### src/rtl/sector_guard_pkg.sv
package sector_guard_pkg;

  typedef enum logic [1:0] {
    OP_PROG   = 2'd0,
    OP_SERASE = 2'd1,
    OP_CERASE = 2'd2,
    OP_RSVD   = 2'd3
  } guardOp_e;

  typedef enum logic [2:0] {
    RSN_NONE     = 3'd0,
    RSN_LOWSUP   = 3'd1,
    RSN_SECLOCK  = 3'd2,
    RSN_PIN      = 3'd3,
    RSN_PASSWORD = 3'd4,
    RSN_PERSIST  = 3'd5
  } guardReason_e;

  // strobes from control to datapath
  typedef struct packed {
    logic loadPwd;    // write the password register this cycle
    logic ppbBypass;  // persistent bits opened by the password gate
  } guardStrobe_t;

endpackage

### src/rtl/sector_guard_ctrl.sv
module sector_guard_ctrl
  import sector_guard_pkg::*;
(
  input  logic         clk,
  input  logic         rstN,
  input  logic         pwdMode,
  input  logic         pwdLoad,
  input  logic         pwdTry,
  input  logic         pwdLock,
  input  logic         pwdEqual,
  input  logic         secLockSet,
  output guardStrobe_t strobe,
  output logic         unlocked,
  output logic         pwdErr,
  output logic         secLocked
);

  logic gateClosed;

  assign gateClosed       = pwdMode && !unlocked;
  assign strobe.loadPwd   = pwdLoad && !gateClosed;
  assign strobe.ppbBypass = pwdMode && unlocked;

  always_ff @(posedge clk or negedge rstN) begin
    if (!rstN) begin
      unlocked <= 1'b0;
    end else if (pwdLock) begin
      unlocked <= 1'b0;
    end else if (pwdTry && pwdEqual) begin
      unlocked <= 1'b1;
    end
  end

  always_ff @(posedge clk or negedge rstN) begin
    if (!rstN) begin
      pwdErr <= 1'b0;
    end else begin
      pwdErr <= pwdTry && !pwdEqual;
    end
  end

  always_ff @(posedge clk or negedge rstN) begin
    if (!rstN) begin
      secLocked <= 1'b0;
    end else if (secLockSet) begin
      secLocked <= 1'b1;
    end
  end

  AST_SEC_LOCK_STICKY: assert property (@(posedge clk) disable iff (!rstN)
    secLocked |=> secLocked);

  AST_MATCH_UNLOCKS: assert property (@(posedge clk) disable iff (!rstN)
    (pwdTry && pwdEqual && !pwdLock) |=> unlocked);

  AST_MISS_KEEPS_LOCK: assert property (@(posedge clk) disable iff (!rstN)
    (pwdErr && !$past(pwdLock)) |-> $stable(unlocked));

endmodule

### src/rtl/sector_guard_dp.sv
module sector_guard_dp
  import sector_guard_pkg::*;
#(
  parameter int SECTORS = 128,
  parameter int PWD_W   = 64,
  localparam int SECT_W = $clog2(SECTORS)
) (
  input  logic                clk,
  input  logic                rstN,
  input  guardStrobe_t        strobe,
  input  logic [PWD_W-1:0]    pwdData,
  input  logic                pwdMode,
  input  logic                secLocked,
  input  logic                reqValid,
  input  guardOp_e            reqOp,
  input  logic [SECT_W-1:0]   reqSector,
  input  logic                reqSecured,
  input  logic                wpPinN,
  input  logic                bootTop,
  input  logic                lowSupply,
  input  logic [SECTORS-1:0]  ppbBits,
  output logic                pwdEqual,
  output logic                grant,
  output logic                reject,
  output guardReason_e        rejectReason,
  output logic [SECTORS-1:0]  skipMask
);

  localparam logic [SECT_W-1:0] TOP_IDX = SECT_W'(SECTORS - 1);

  logic [PWD_W-1:0]   storedPwd;
  logic [SECT_W-1:0]  pinIdx;
  logic [SECTORS-1:0] pinMask;
  logic [SECTORS-1:0] ppbLive;
  logic [SECTORS-1:0] protMask;
  guardReason_e       verdict;
  logic               chipErase;

  // password register, erased state all ones
  always_ff @(posedge clk or negedge rstN) begin
    if (!rstN) begin
      storedPwd <= '1;
    end else if (strobe.loadPwd) begin
      storedPwd <= pwdData;
    end
  end

  assign pwdEqual = (pwdData == storedPwd);

  assign pinIdx = bootTop ? TOP_IDX : '0;

  for (genvar i = 0; i < SECTORS; i++) begin : g_pin
    assign pinMask[i] = !wpPinN && (pinIdx == SECT_W'(i));
  end

  assign ppbLive   = strobe.ppbBypass ? '0 : ppbBits;
  assign protMask  = pinMask | ppbLive;
  assign chipErase = (reqOp == OP_CERASE);

  always_comb begin
    verdict = RSN_NONE;
    if (lowSupply) begin
      verdict = RSN_LOWSUP;
    end else if (chipErase) begin
      verdict = RSN_NONE;
    end else if (reqSecured) begin
      verdict = secLocked ? RSN_SECLOCK : RSN_NONE;
    end else if (pinMask[reqSector]) begin
      verdict = RSN_PIN;
    end else if (ppbLive[reqSector]) begin
      verdict = pwdMode ? RSN_PASSWORD : RSN_PERSIST;
    end
  end

  assign rejectReason = reqValid ? verdict : RSN_NONE;
  assign reject       = reqValid && (verdict != RSN_NONE);
  assign grant        = reqValid && (verdict == RSN_NONE);
  assign skipMask     = (reqValid && chipErase && !lowSupply) ? protMask : '0;

  AST_ONE_VERDICT: assert property (@(posedge clk) disable iff (!rstN)
    reqValid |-> ($countones({grant, reject}) == 1));

  AST_IDLE_QUIET: assert property (@(posedge clk) disable iff (!rstN)
    !reqValid |-> (!grant && !reject && skipMask == '0));

  AST_LOW_SUPPLY_BLOCKS: assert property (@(posedge clk) disable iff (!rstN)
    (reqValid && lowSupply) |-> !grant);

  AST_PIN_GUARD: assert property (@(posedge clk) disable iff (!rstN)
    (reqValid && !wpPinN && !reqSecured && reqOp != OP_CERASE &&
     reqSector == (bootTop ? TOP_IDX : '0)) |-> reject);

  AST_CHIP_SKIPS_PIN: assert property (@(posedge clk) disable iff (!rstN)
    (grant && reqOp == OP_CERASE && !wpPinN) |->
      skipMask[bootTop ? TOP_IDX : '0]);

endmodule

### src/rtl/sector_guard.sv
module sector_guard
  import sector_guard_pkg::*;
#(
  parameter int SECTORS = 128,
  localparam int SECT_W = $clog2(SECTORS)
) (
  input  logic               clk,
  input  logic               rstN,
  input  logic               reqValid,
  input  logic [1:0]         reqOp,
  input  logic [SECT_W-1:0]  reqSector,
  input  logic               reqSecured,
  input  logic               wpPinN,
  input  logic               bootTop,
  input  logic               lowSupply,
  input  logic [SECTORS-1:0] ppbBits,
  input  logic               pwdMode,
  input  logic [63:0]        pwdData,
  input  logic               pwdLoad,
  input  logic               pwdTry,
  input  logic               pwdLock,
  input  logic               secLockSet,
  output logic               grant,
  output logic               reject,
  output logic [2:0]         rejectReason,
  output logic [SECTORS-1:0] skipMask,
  output logic               pwdErr,
  output logic               pwdUnlocked,
  output logic               secLocked
);

  guardStrobe_t strobe;
  logic         pwdEqual;
  guardReason_e reasonCode;

  sector_guard_ctrl u_ctrl (
    .clk       (clk),
    .rstN      (rstN),
    .pwdMode   (pwdMode),
    .pwdLoad   (pwdLoad),
    .pwdTry    (pwdTry),
    .pwdLock   (pwdLock),
    .pwdEqual  (pwdEqual),
    .secLockSet(secLockSet),
    .strobe    (strobe),
    .unlocked  (pwdUnlocked),
    .pwdErr    (pwdErr),
    .secLocked (secLocked)
  );

  sector_guard_dp #(.SECTORS(SECTORS), .PWD_W(64)) u_dp (
    .clk         (clk),
    .rstN        (rstN),
    .strobe      (strobe),
    .pwdData     (pwdData),
    .pwdMode     (pwdMode),
    .secLocked   (secLocked),
    .reqValid    (reqValid),
    .reqOp       (guardOp_e'(reqOp)),
    .reqSector   (reqSector),
    .reqSecured  (reqSecured),
    .wpPinN      (wpPinN),
    .bootTop     (bootTop),
    .lowSupply   (lowSupply),
    .ppbBits     (ppbBits),
    .pwdEqual    (pwdEqual),
    .grant       (grant),
    .reject      (reject),
    .rejectReason(reasonCode),
    .skipMask    (skipMask)
  );

  assign rejectReason = reasonCode;

endmodule

### config.mk
export PLATFORM = sky130hd
export DESIGN_NAME = sector_guard
export DESIGN_NICKNAME = d
export VERILOG_FILES = /design/src/rtl/sector_guard_pkg.sv /design/src/rtl/sector_guard_ctrl.sv /design/src/rtl/sector_guard_dp.sv /design/src/rtl/sector_guard.sv
export SDC_FILE = /design/constraint.sdc
export NUM_CORES = 1
export LEC_CHECK = 0
export ABC_AREA = 0
export BUFFER_PORTS_ARGS = -buffer_cell sky130_fd_sc_hd__buf_2
export CAP_MARGIN = 5
export CORE_AREA = 2 2 135 137
export DETAILED_ROUTE_END_ITERATION = 7
export DIE_AREA = 0 0 137 139
export PLACE_DENSITY = 0.76
export RECOVER_POWER = 50
export SLEW_MARGIN = 5
export SYNTH_ARGS = -nofsm -noshare
export SYNTH_HDL_FRONTEND = slang
export SYNTH_HIERARCHICAL = 1
export SYNTH_SLANG_ARGS = --single-unit
### constraint.sdc
create_clock -name clk -period 3.5 [get_ports clk]
set_input_delay 0.525 -clock clk [delete_from_list [all_inputs] [get_ports clk]]
set_output_delay 0.525 -clock clk [all_outputs]
set_load 0.01 [all_outputs]
Word-level counts from Yosys, hierarchy flattened
Cells that the tools add are included.
{"block": "classes", "bitwise": 1, "n_lt_le_gt_ge": 1, "reduce_logical": 146, "div": 0, "shifts": 0, "eq_ne": 129, "muxes": 17, "addsub": 0, "multipliers": 0}
{"operator": "7-bit equality test (second input constant)", "count": 64}
{"operator": "128-bit 2-to-1 mux", "count": 2}
{"operator": "7-bit by 6-bit equality test with 1-bit output (second input constant)", "count": 32}
{"operator": "1-bit logical AND", "count": 137}
{"operator": "128-bit bitwise OR", "count": 1}
{"operator": "7-bit by 5-bit equality test with 1-bit output (second input constant)", "count": 16}
{"operator": "64-bit equality test", "count": 1}
{"operator": "7-bit by 4-bit equality test with 1-bit output (second input constant)", "count": 8}
{"operator": "7-bit by 3-bit equality test with 1-bit output (second input constant)", "count": 4}
{"operator": "3-bit 2-to-1 mux", "count": 6}
{"operator": "1-bit binary-select mux with 7-bit select", "count": 2}
{"operator": "7-bit by 2-bit equality test with 1-bit output (second input constant)", "count": 2}
{"operator": "7-bit by 8-bit < comparator with 1-bit output (second input constant)", "count": 1}
{"operator": "7-bit by 1-bit equality test with 1-bit output (second input constant)", "count": 1}
{"operator": "7-bit logical NOT", "count": 1}
{"operator": "7-bit 2-to-1 mux", "count": 1}
{"operator": "1-bit logical NOT", "count": 5}
{"operator": "1-bit 2-to-1 mux", "count": 5}
{"operator": "3-bit logical NOT", "count": 1}
{"operator": "3-bit nonzero test", "count": 1}
{"operator": "2-bit equality test (second input constant)", "count": 1}
{"operator": "2-bit 2-to-1 mux", "count": 1}
{"operator": "2-bit nonzero test", "count": 1}
{"block": "word_totals", "rom_bits": 0, "regBits": 67, "mem_count": 0, "in_bits": 213, "latchBits": 0, "ram_bits": 0, "word_cells": 298}

Depth between registers and ports, before layout
Gate-level depths: netlist (run 1).
{"block": "logic_depth", "word_depth": 11, "ltp_mapped": 10, "mapped_depth_nobuf": 8}

Modules after synthesis
The synthesis (run 1) kept the hierarchy.
{"module": "sector_guard_dp", "seq_area_each_um2": 1681.6, "cells_each": 612, "area_each_um2": 5657.9, "n_inst": 1}
{"module": "sector_guard_ctrl", "seq_area_each_um2": 75.1, "cells_each": 10, "area_each_um2": 116.4, "n_inst": 1}

Least setup slack after synthesis (run 1)
Ideal clock, no wire load.
{"block": "synth_timing", "kind": "input -> output", "start": "input port pwdMode", "end": "output port reject", "slack_ns": 0.662, "cell_stages": 9, "arrival_time_ns": 2.313, "required_time_ns": 2.975, "path_cell_list": "and2_1 buf_2 nor2_1 a32o_1 o21ai_0 a211o_1 a32oi_1 a32oi_2 a31oi_1"}
{"block": "synth_between", "elab_chain_cells": 11, "word_cells_on_any_way": 12}
{"element": "start, declared", "line": "sector_guard.sv:17", "source": "input logic pwdMode,"}
{"element": "1-bit logical AND", "line": "sector_guard_ctrl.sv:22", "source": "assign strobe.ppbBypass = pwdMode && unlocked;"}
{"element": "128-bit 2-to-1 mux", "line": "sector_guard_dp.sv:56", "source": "assign ppbLive = strobe.ppbBypass ? '0 : ppbBits;"}
{"element": "1-bit binary-select mux with 7-bit select", "line": "sector_guard_dp.sv:70", "source": "end else if (ppbLive[reqSector]) begin"}
{"element": "1-bit 2-to-1 mux (implied by the code)", "line": "sector_guard_dp.sv:70"}
{"element": "3-bit 2-to-1 mux (*)", "line": "sector_guard_dp.sv:70"}
{"element": "3-bit 2-to-1 mux (*)", "line": "sector_guard_dp.sv:68", "source": "end else if (pinMask[reqSector]) begin"}
{"element": "3-bit 2-to-1 mux (*)", "line": "sector_guard_dp.sv:66", "source": "end else if (reqSecured) begin"}
{"element": "3-bit 2-to-1 mux (*)", "line": "sector_guard_dp.sv:64", "source": "end else if (chipErase) begin"}
{"element": "3-bit 2-to-1 mux (*)", "line": "sector_guard_dp.sv:62", "source": "if (lowSupply) begin"}
{"element": "3-bit nonzero test (*)", "line": "sector_guard_dp.sv:76", "source": "assign reject = reqValid && (verdict != RSN_NONE);"}
{"element": "1-bit logical AND (*)", "line": "sector_guard_dp.sv:76"}
{"element": "end, declared", "line": "sector_guard.sv:24", "source": "output logic reject,"}
Mark *: on every way between the ends. The rest lies on a longest branch, timed or not. The select of a mux whose other input is x is not followed.

Final worst setup path (run 1)
{"block": "layout_timing", "start": "input port reqSector[0]", "end": "output port grant"}
{"block": "layout_between", "elab_chain_cells": 9, "word_cells_on_any_way": 11}
{"element": "start, declared", "line": "sector_guard.sv:11", "source": "input logic [SECT_W-1:0] reqSector,"}
{"element": "1-bit binary-select mux with 7-bit select", "line": "sector_guard_dp.sv:70"}
{"element": "1-bit 2-to-1 mux (implied by the code)", "line": "sector_guard_dp.sv:70"}
{"element": "3-bit 2-to-1 mux", "line": "sector_guard_dp.sv:70"}
{"element": "3-bit 2-to-1 mux (*)", "line": "sector_guard_dp.sv:68"}
{"element": "3-bit 2-to-1 mux (*)", "line": "sector_guard_dp.sv:66"}
{"element": "3-bit 2-to-1 mux (*)", "line": "sector_guard_dp.sv:64"}
{"element": "3-bit 2-to-1 mux (*)", "line": "sector_guard_dp.sv:62"}
{"element": "3-bit logical NOT (*)", "line": "sector_guard_dp.sv:77", "source": "assign grant = reqValid && (verdict == RSN_NONE);"}
{"element": "1-bit logical AND (*)", "line": "sector_guard_dp.sv:77"}
{"element": "end, declared", "line": "sector_guard.sv:23", "source": "output logic grant,"}
Marked as above.

==> flow_summary.toml, run 1 <==
[routing]
wl_um = 24000
drt-pass1-iter-count = 5
num_vias = 6286
drt-initial-drc-count = 479
avgRoutedWirePerCell_um = 20.2
drc = 0
viasPerCell = 5.28
postRouteAntennaNets = 0

[synthesis]
yosysTopAreaCell = "dfstp_2"
syn_avg_cell_area_sq_um = 9.28
synthTopCellsByArea = "dfstp_2 29%, mux2_2 13%, xor2_1 9.7%, and2_1 9.0%, o21ai_0 2.6%"
synth_edf_count = 0
synth-seq-cells = 67
ys_top_cells_by_count = "83 x and2_1, 65 x mux2_2, 64 x dfstp_2, 64 x xor2_1, 35 x nor2_1"
yosys_warnings = 6
synthesis.nets = 835
netlist_area_sq_um = 5770
synth_mux_area_share_pct = 16.7
synth_top_family_by_area = "simple AND/OR/NAND/NOR gates"
netlist_instances = 622
synthArstFlopShare_pct = 100
yosysMostFrequentCell = "and2_1"
synth_flop_cell = "dfstp_2"
synth_compound_area_share_pct = 13.0
synthSimpleGateAreaFrac_pct = 23.9
ys_seq_area_share_pct = 30.4
yosysTopAreaCellShare_pct = 29.1
yosysUniqueCellTypes = 57
synthAdderAreaFrac_pct = 0
synth_xor_area_share_pct = 9.71

[die]
die_w_um = 137
die_h_um = 139
initial_core_util_pct = 32.7
rows = 49
ios = 349
core_area_sq_um = 17700
die_area_sq_um = 19000

[timing]
finalMaxSlewViolations = 107
maxSlewHeadroom_pct = -40.4
period_minus_slack_ns = 3.29
fin_tns_setup_ns = 0
setup_violations = 0
fin_ws_ns = 0.208
period_share_pct = 94.0
fin_skew_ns = 0.00352
fmax_mhz = 304
worstMarginPinSlew_ns = 2.11
rsz0062_at_grt = "no"
finalHoldViolations = 0

[cts]
path_clk_slew_ns = 0.05
cts_setup_buffers = 0
h-tree-depth = 3
tritoncts = "yes"
hold_buffers = 0
cts_resized = 0
clock_sinks = 67
clockRootBuffer = "clkbuf_16"
cts_buffers = 9
clock_path_buffers = 2
clk_latency_ns = 0.32

[final_layout]
antenna_cells = 0
syn2layout_area_growth_pct = 39.2
final_cells = 1191
fillers = 1724
final_nets = 1171
fin_util_pct = 45.5
drive_gt1_share_pct = 54.6

[power]
power_density_nw_per_um2 = 329
p_leak_nw = 4.04
vdd_drop_max_mv = 0.376

[outcome]
violations = "max-capacitance violations, max-slew violations"
status = "finished with violations"

[place]
io_buffers = 348
dp.cells = 1176
place_congestion = 0.962
post-place-ws_ns = 0.207
dp_hpwl_um = 19900

[global_route]
antenna_found_initial = 3
track_usage_pct = 24.0
grt_pass1_vias = 6238
gr-total-overflow = 0
grt_pass1_wl_um = 35000
grt_max_degree = 65

[min_path]
hold_class = "input pin to flop"

[critical_path]
crit_path_max_fanout = 28
startpoint_type = "input pin"
critPathKind = "input pin to output pin"
required_ns = 2.97
critPathCaptureType = "output pin"
worstPathArrival_ns = 2.77

[job]
drv_cap = 2
-- worst max-delay path, stage by stage --
cell     delay [ns]
buf_2          0.22
buf_12         0.20
and2_2         0.32
a32o_1         0.22
o21ai_0        0.09
a211o_1        0.31
a32oi_1        0.30
a32oi_4        0.19
a31o_1         0.25
buf_2          0.13
-- state kept, by name (all words and copies together), names as in the netlist --
register / cells
u_ctrl/secLocked: 1
u_ctrl/unlocked: 1
u_dp/storedPwd: 64
u_ctrl/pwdErr: 1
-- layer usage --
layer / global-route usage, % / wire length (um)
met5: 0 / 29
met4: 9.50 / 855
met3: 7.71 / 2670
met2: 41.6 / 11900
met1: 27.0 / 8580
-- path summary, 6_finish.rpt --
check | to | slack [ns] | depth (start not counted) | startpoint
worst max register to register | u_dp/storedPwd[54]$_DFFE_PN1P_ | 1.19 | 4 | u_ctrl/unlocked$_DFFE_PN0P_
min in group asynchronous | u_ctrl/pwdErr$_DFF_PN0_ | 0.81 | 1 | rstN
worst max-delay path | grant | 0.21 | 10 | reqSector[0]
worst min-delay path | u_ctrl/unlocked$_DFFE_PN0P_ | 0.36 | 2 | pwdLock
max in group asynchronous | u_dp/storedPwd[38]$_DFFE_PN1P_ | 1.31 | 2 | rstN
worst min register to register | u_ctrl/secLocked$_DFFE_PN0P_ | 0.50 | 1 | u_ctrl/secLocked$_DFFE_PN0P_
-- cells in the final DEF, fill, tap and decap left out, types with 5 or more instances in the layout --
master,Yosys,layout
dfstp_2,64,64
clkbuf_1,22,9
a221oi_1,7,7
buf_2,10,344
nor3_1,8,8
and2_1,83,82
o21ai_0,30,30
a31oi_1,6,6
mux2_2,65,65
nor4_1,19,19
nor2b_2,0,5
nand2_1,23,23
inv_1,13,13
buf_4,1,16
xor2_1,64,64
nor2_1,35,33
a21oi_1,22,22
nand2b_1,14,14
nor2b_1,20,15
clkbuf_16,0,9
a32oi_1,14,13
nand4_1,8,8
mux2i_1,8,8
and3_1,19,19
mux4_1,5,5
a32o_1,7,7
o211ai_1,5,5
-- stage by stage --
stage	power, mW	hold WS (ns)	instance area, sq um
4_1_cts	2.66	0.347	8020
6_report	2.64	0.356	8040
3_5_place_dp	1.77	0.492	7720
3_3_place_gp	1.75	0.482	7720
5_1_grt	2.77	0.362	8040
2_1_floorplan	1.45	0.229	5770
-- report_power, final --
group / total (mW) / internal [mW] / switching (mW)
clock: 0.880 / 0.584 / 0.296
combinational: 0.725 / 0.363 / 0.362
sequential: 1.04 / 0.967 / 0.0723
-- final cells by class --
cell class,count,area (sq um),share of cell area (%)
clock inverters,2,35.0,0.436
multi-input cells,495,3710,46.1
repair buffers,372,1940,24.2
inverters,13,48.8,0.607
clock buffers,13,260,3.24
flip-flops and latches,67,1760,21.8
well taps,229,287,3.56
-- cell families after synthesis --
group	after synthesis
compound gates	109
flops	67
mux	79
buf+inv	60
xor+xnor	64
simple gates	243
Power figures use the tool's default switching activity.
==> run 2: changes to the inputs <==
==> constraint.sdc (replaced) <==
create_clock -name clk -period 3.5 [get_ports clk]
set_input_delay 0.7 -clock clk [delete_from_list [all_inputs] [get_ports clk]]
set_output_delay 0.7 -clock clk [all_outputs]
set_load 0.01 [all_outputs]
==> flow_summary.toml, run 2 (synthesized netlist as in run 1, its figures left out) <==
[routing]
postRouteAntennaNets = 0
avgRoutedWirePerCell_um = 20.3
drc = 0
drt-pass1-iter-count = 6
wl_um = 25100
num_vias = 6512
drt-initial-drc-count = 430
viasPerCell = 5.27

[power]
power_mw = 2.72
p_leak_nw = 4.31
vdd_drop_max_mv = 0.445
power_density_nw_per_um2 = 318

[final_layout]
regArea_sq_um = 1760
drive_gt1_share_pct = 58.6
final_common_cell = "buf_2"
multi_input_area_sq_um = 3800
largest_reg_flops = 64
regMostFlops = "u_dp/storedPwd"
syn2layout_area_growth_pct = 47.8
final_nets = 1214
fillers = 1737
final_cell_mix = "343 x buf_2, 82 x and2_1, 65 x mux2_2"
final_cells = 1235
stdcell_area_sq_um = 8530

[place]
post-place-ws_ns = -0.236
place_congestion = 0.952
placed_cell_area_sq_um = 8070
io_buffers = 348
dp_hpwl_um = 20600
dp.cells = 1215

[timing]
rsz0062_at_grt = "yes"
worstMarginPinSlew_ns = 1.75
period_minus_slack_ns = 3.41
finalMaxSlewViolations = 89
maxSlewHeadroom_pct = -17.1
fin_ws_ns = 0.0891
setup_violations = 0
fin_skew_ns = 0.00464
fin_tns_setup_ns = 0
fmax_mhz = 293
finalHoldViolations = 0
period_share_pct = 97.5

[die]
core_area_sq_um = 17700
die_w_um = 137
initial_core_util_pct = 32.7
die_h_um = 139
rows = 49
ios = 349
die_area_sq_um = 19000

[critical_path]
critPathCaptureType = "output pin"
max_stage_delay_ns = 0.56
cp_slowest_cell = "mux4_1"
worstPathArrival_ns = 2.71
critPathKind = "input pin to output pin"
path_buf_inv = 2
crit_path_max_fanout = 9
required_ns = 2.80
crit_family = "multiplexers"
startpoint_type = "input pin"
cp_cell_sequence = "buf_6, mux4_1, mux2_2, a22oi_2, o211ai_1, and3_4, a32oi_4, a31o_1, buf_2"

[cts]
clock_sinks = 67
clockRootBuffer = "clkbuf_16"
clock_path_buffers = 2
path_clk_slew_ns = 0.05
clk_latency_ns = 0.33
hold_buffers = 0
h-tree-depth = 3
tritoncts = "yes"
cts_buffers = 9

[global_route]
track_usage_pct = 24.8
antenna_found_initial = 1
gr-total-overflow = 0
grt_pass1_wl_um = 36100
grt_max_degree = 68
grt_pass1_vias = 6461

[min_path]
hold_class = "flop to flop"

[job]
drv_cap = 2

[outcome]
violations = "max-capacitance violations, max-slew violations"
status = "finished with violations"
-- run 2: cell count changes in the layout (fill, tap and decap cells not counted), moves of 3 or more --
| cell | delta |
|---|---|
| a221oi_2 | +5 |
| a32oi_2 | +3 |
| o21ai_0 | -9 |
| clkbuf_1 | -4 |
| a32oi_1 | -3 |
| a221oi_1 | -5 |
| buf_6 | +6 |
| nor2b_2 | -3 |
| buf_4 | +36 |
| o21ai_1 | +8 |
-- run 2: cell type report --
cell class	instances	area share (%)
Antenna cell	1	0.0293
Clock buffer	13	3.05
Clock inverter	2	0.411
Inverter	13	0.601
Multi-Input combinational cell	495	44.5
Sequential cell	67	20.6
Tap cell	229	3.36
Timing Repair Buffer	415	27.4
-- run 2: stage by stage --
| step | utilization [%] | hold slack, ns |
|---|---|---|
| after global routing | 48.3 | 0.516 |
| after CTS | 47.6 | 0.389 |
| after detailed placement | 45.7 | 0.501 |
| final | 48.3 | 0.512 |
| after floorplan | - | 0.404 |
| after global placement | 45.7 | 0.484 |
-- run 2: worst paths after layout --
kind	start	endpoint	slack (ns)	cells after the start
worst min register to register	u_ctrl/secLocked$_DFFE_PN0P_	u_ctrl/secLocked$_DFFE_PN0P_	0.51	1
worst min-delay path	u_ctrl/secLocked$_DFFE_PN0P_	u_ctrl/secLocked$_DFFE_PN0P_	0.51	1
worst max-delay path	reqSector[0]	grant	0.09	9
min in group asynchronous	rstN	u_ctrl/pwdErr$_DFF_PN0_	0.87	2
worst max register to register	u_ctrl/unlocked$_DFFE_PN0P_	u_dp/storedPwd[47]$_DFFE_PN1P_	0.51	4
max in group asynchronous	rstN	u_ctrl/unlocked$_DFFE_PN0P_	1.60	2
-- run 2: layer usage --
metal	track usage (%)	up-vias	share of wire [%]	wire length [um]
li1	-	2974	-	-
met1	27.0	3093	36	9140
met2	44.1	373	50	12600
met3	7.20	70	9.2	2310
met4	11.1	2	4.2	1050
met5	0	-	0.052	13
-- run 2: worst register-to-register path: cells and delay by family (launching register included) --
kind	cells	cell delay (ns)
flops	1	0.40
compound gates	1	1.27
buf+inv	2	0.81
mux	1	0.43
-- run 2: what timing repair did --
item	CTS	global route
gates resized for setup	13	40
pin swaps	3	13
endpoints found under the setup margin	4	4
buffers inserted	0	3
gates cloned	0	1
-- run 2: power breakdown --
| part | switching [mW] | internal, mW |
|---|---|---|
| Clock | 0.305 | 0.585 |
| Sequential | 0.0760 | 0.967 |
| Combinational | 0.387 | 0.395 |
| Total | 0.768 | 1.95 |
==> run 3: changes to the inputs <==
--- a/config.mk
+++ b/config.mk
@@ -8,10 +8,10 @@
 export ABC_AREA = 0
 export BUFFER_PORTS_ARGS = -buffer_cell sky130_fd_sc_hd__buf_2
 export CAP_MARGIN = 5
-export CORE_AREA = 2 2 135 137
+export CORE_AREA = 2 2 136 138
 export DETAILED_ROUTE_END_ITERATION = 7
-export DIE_AREA = 0 0 137 139
-export PLACE_DENSITY = 0.76
+export DIE_AREA = 0 0 138 140
+export PLACE_DENSITY = 0.75
 export RECOVER_POWER = 50
 export SLEW_MARGIN = 5
 export SYNTH_ARGS = -nofsm -noshare
==> constraint.sdc (replaced) <==
create_clock -name clk -period 3.8 [get_ports clk]
set_input_delay 0.76 -clock clk [delete_from_list [all_inputs] [get_ports clk]]
set_output_delay 0.76 -clock clk [all_outputs]
set_load 0.01 [all_outputs]
==> flow_summary.toml, run 3 (synthesized netlist as in run 1, its figures left out) <==
[outcome]
status = "finished with violations"
violations = "max-capacitance violations, max-slew violations"

[final_layout]
regMostFlops = "u_dp/storedPwd"
syn2layout_area_growth_pct = 40.4
final_cells = 1197
largest_reg_flops = 64
final_nets = 1174
final_common_cell = "buf_2"
final_cell_mix = "341 x buf_2, 82 x and2_1, 64 x xor2_1, 64 x dfstp_2, 63 x mux2_2"
drive_gt1_share_pct = 54.0

[cts]
clock_path_buffers = 2
cts_buffers = 9
h-tree-depth = 3
tritoncts = "yes"
cts_setup_buffers = 0
clock_sinks = 67
clockRootBuffer = "clkbuf_16"
path_clk_slew_ns = 0.05
clk_latency_ns = 0.33

[min_path]
hold_class = "flop to flop"

[die]
initial_core_util_pct = 32.5
die_w_um = 138
die_area_sq_um = 19300
rows = 49
ios = 349
die_h_um = 140
core_area_sq_um = 17800

[timing]
rsz0062_at_grt = "no"
hold_ws_ns = 0.545
worstMarginPinSlew_ns = 1.57
finalMaxSlewViolations = 48
maxSlewHeadroom_pct = -4.45
fin_ws_ns = 0.0641
setup_violations = 0
fin_skew_ns = 0.00533
period_minus_slack_ns = 3.74
fin_tns_setup_ns = 0
period_share_pct = 98.3
finalHoldViolations = 0
fmax_mhz = 268

[critical_path]
critPathCaptureType = "output pin"
worstPathArrival_ns = 2.98
startpoint_type = "input pin"
critPathKind = "input pin to output pin"
crit_path_max_fanout = 13
required_ns = 3.04

[routing]
viasPerCell = 5.29
drc = 0
wl_um = 24700
num_vias = 6335
avgRoutedWirePerCell_um = 20.6
postRouteAntennaNets = 0
drt-initial-drc-count = 374
drt-pass1-iter-count = 5

[place]
dp_hpwl_um = 20400
dp.cells = 1179
place_congestion = 0.991
post-place-ws_ns = 0.0235
io_buffers = 348

[job]
drv_cap = 2

[global_route]
grt_max_degree = 65
grt_pass1_vias = 6571
track_usage_pct = 23.9
antenna_found_initial = 5
gr-total-overflow = 0
grt_pass1_wl_um = 36300

[power]
p_leak_nw = 4.06
vdd_drop_max_mv = 0.543
power_density_nw_per_um2 = 312
power_mw = 2.53
[run 3: cell count changes in the layout (fill, tap and decap cells not counted), sizes merged]
cell	before	now
bufinv	1	2
diode	1	2
buf	407	363
clkinvlp	0	1
clkbuf	21	24
[run 3: path summary, 6_finish.rpt]
| path | start | endpoint | slack (ns) | cells past startpoint |
|---|---|---|---|---|
| worst max register to register | u_ctrl/unlocked$_DFFE_PN0P_ | u_dp/storedPwd[39]$_DFFE_PN1P_ | 0.97 | 4 |
| worst min-delay path | u_ctrl/secLocked$_DFFE_PN0P_ | u_ctrl/secLocked$_DFFE_PN0P_ | 0.55 | 1 |
| worst min register to register | u_ctrl/secLocked$_DFFE_PN0P_ | u_ctrl/secLocked$_DFFE_PN0P_ | 0.55 | 1 |
| worst max-delay path | reqSector[1] | grant | 0.06 | 10 |
| min in group asynchronous | rstN | u_ctrl/secLocked$_DFFE_PN0P_ | 0.83 | 1 |
| max in group asynchronous | rstN | u_dp/storedPwd[16]$_DFFE_PN1P_ | 1.28 | 2 |
[run 3: metal layers]
layer / GRT usage (%) / up-vias / part of all wire (%)
met5: 0 / - / 0.13
met4: 10.6 / 6 / 3.9
met3: 7.01 / 67 / 8.4
met2: 43.3 / 328 / 51
met1: 25.9 / 3047 / 37
li1: - / 2887 / -
[run 3: final cells by class]
cell class                      count  area [sq um]
Multi-Input combinational cell    495          3700
Tap cell                          229           287
Inverter                           13          48.8
Antenna cell                        2          5.00
Clock inverter                      4          72.6
Sequential cell                    67          1760
Fill cell                        1816          9670
Clock buffer                       12           256
Timing Repair Buffer              375          1990
[run 3: worst max-delay path: stages]
cell,delay (ns)
buf_2,0.24
nor2b_2,0.28
buf_4,0.22
a32oi_1,0.13
a221oi_1,0.37
nor3_1,0.10
a31oi_1,0.27
a32oi_4,0.21
a31o_1,0.25
buf_2,0.13
[run 3: power by group]
part	total (mW)	leakage [nW]	switching (mW)	internal [mW]
sequential	0.959	0.707	0.0683	0.891
combinational	0.673	3.20	0.338	0.334
clock	0.900	0.159	0.291	0.609
[run 3: repair_timing]
item	CTS	global route
endpoints found under the hold margin	0	0
hold buffers	0	0
setup endpoints to repair	0	4
resized for setup	0	10
[run 3: through the flow]
stage / utilization, % / cell area (sq um)
finish: 45.6 / 8110
global route: 45.6 / 8110
CTS: 45.6 / 8100
detailed placement: 43.7 / 7770
global placement: 43.7 / 7770
floorplan: - / 5770
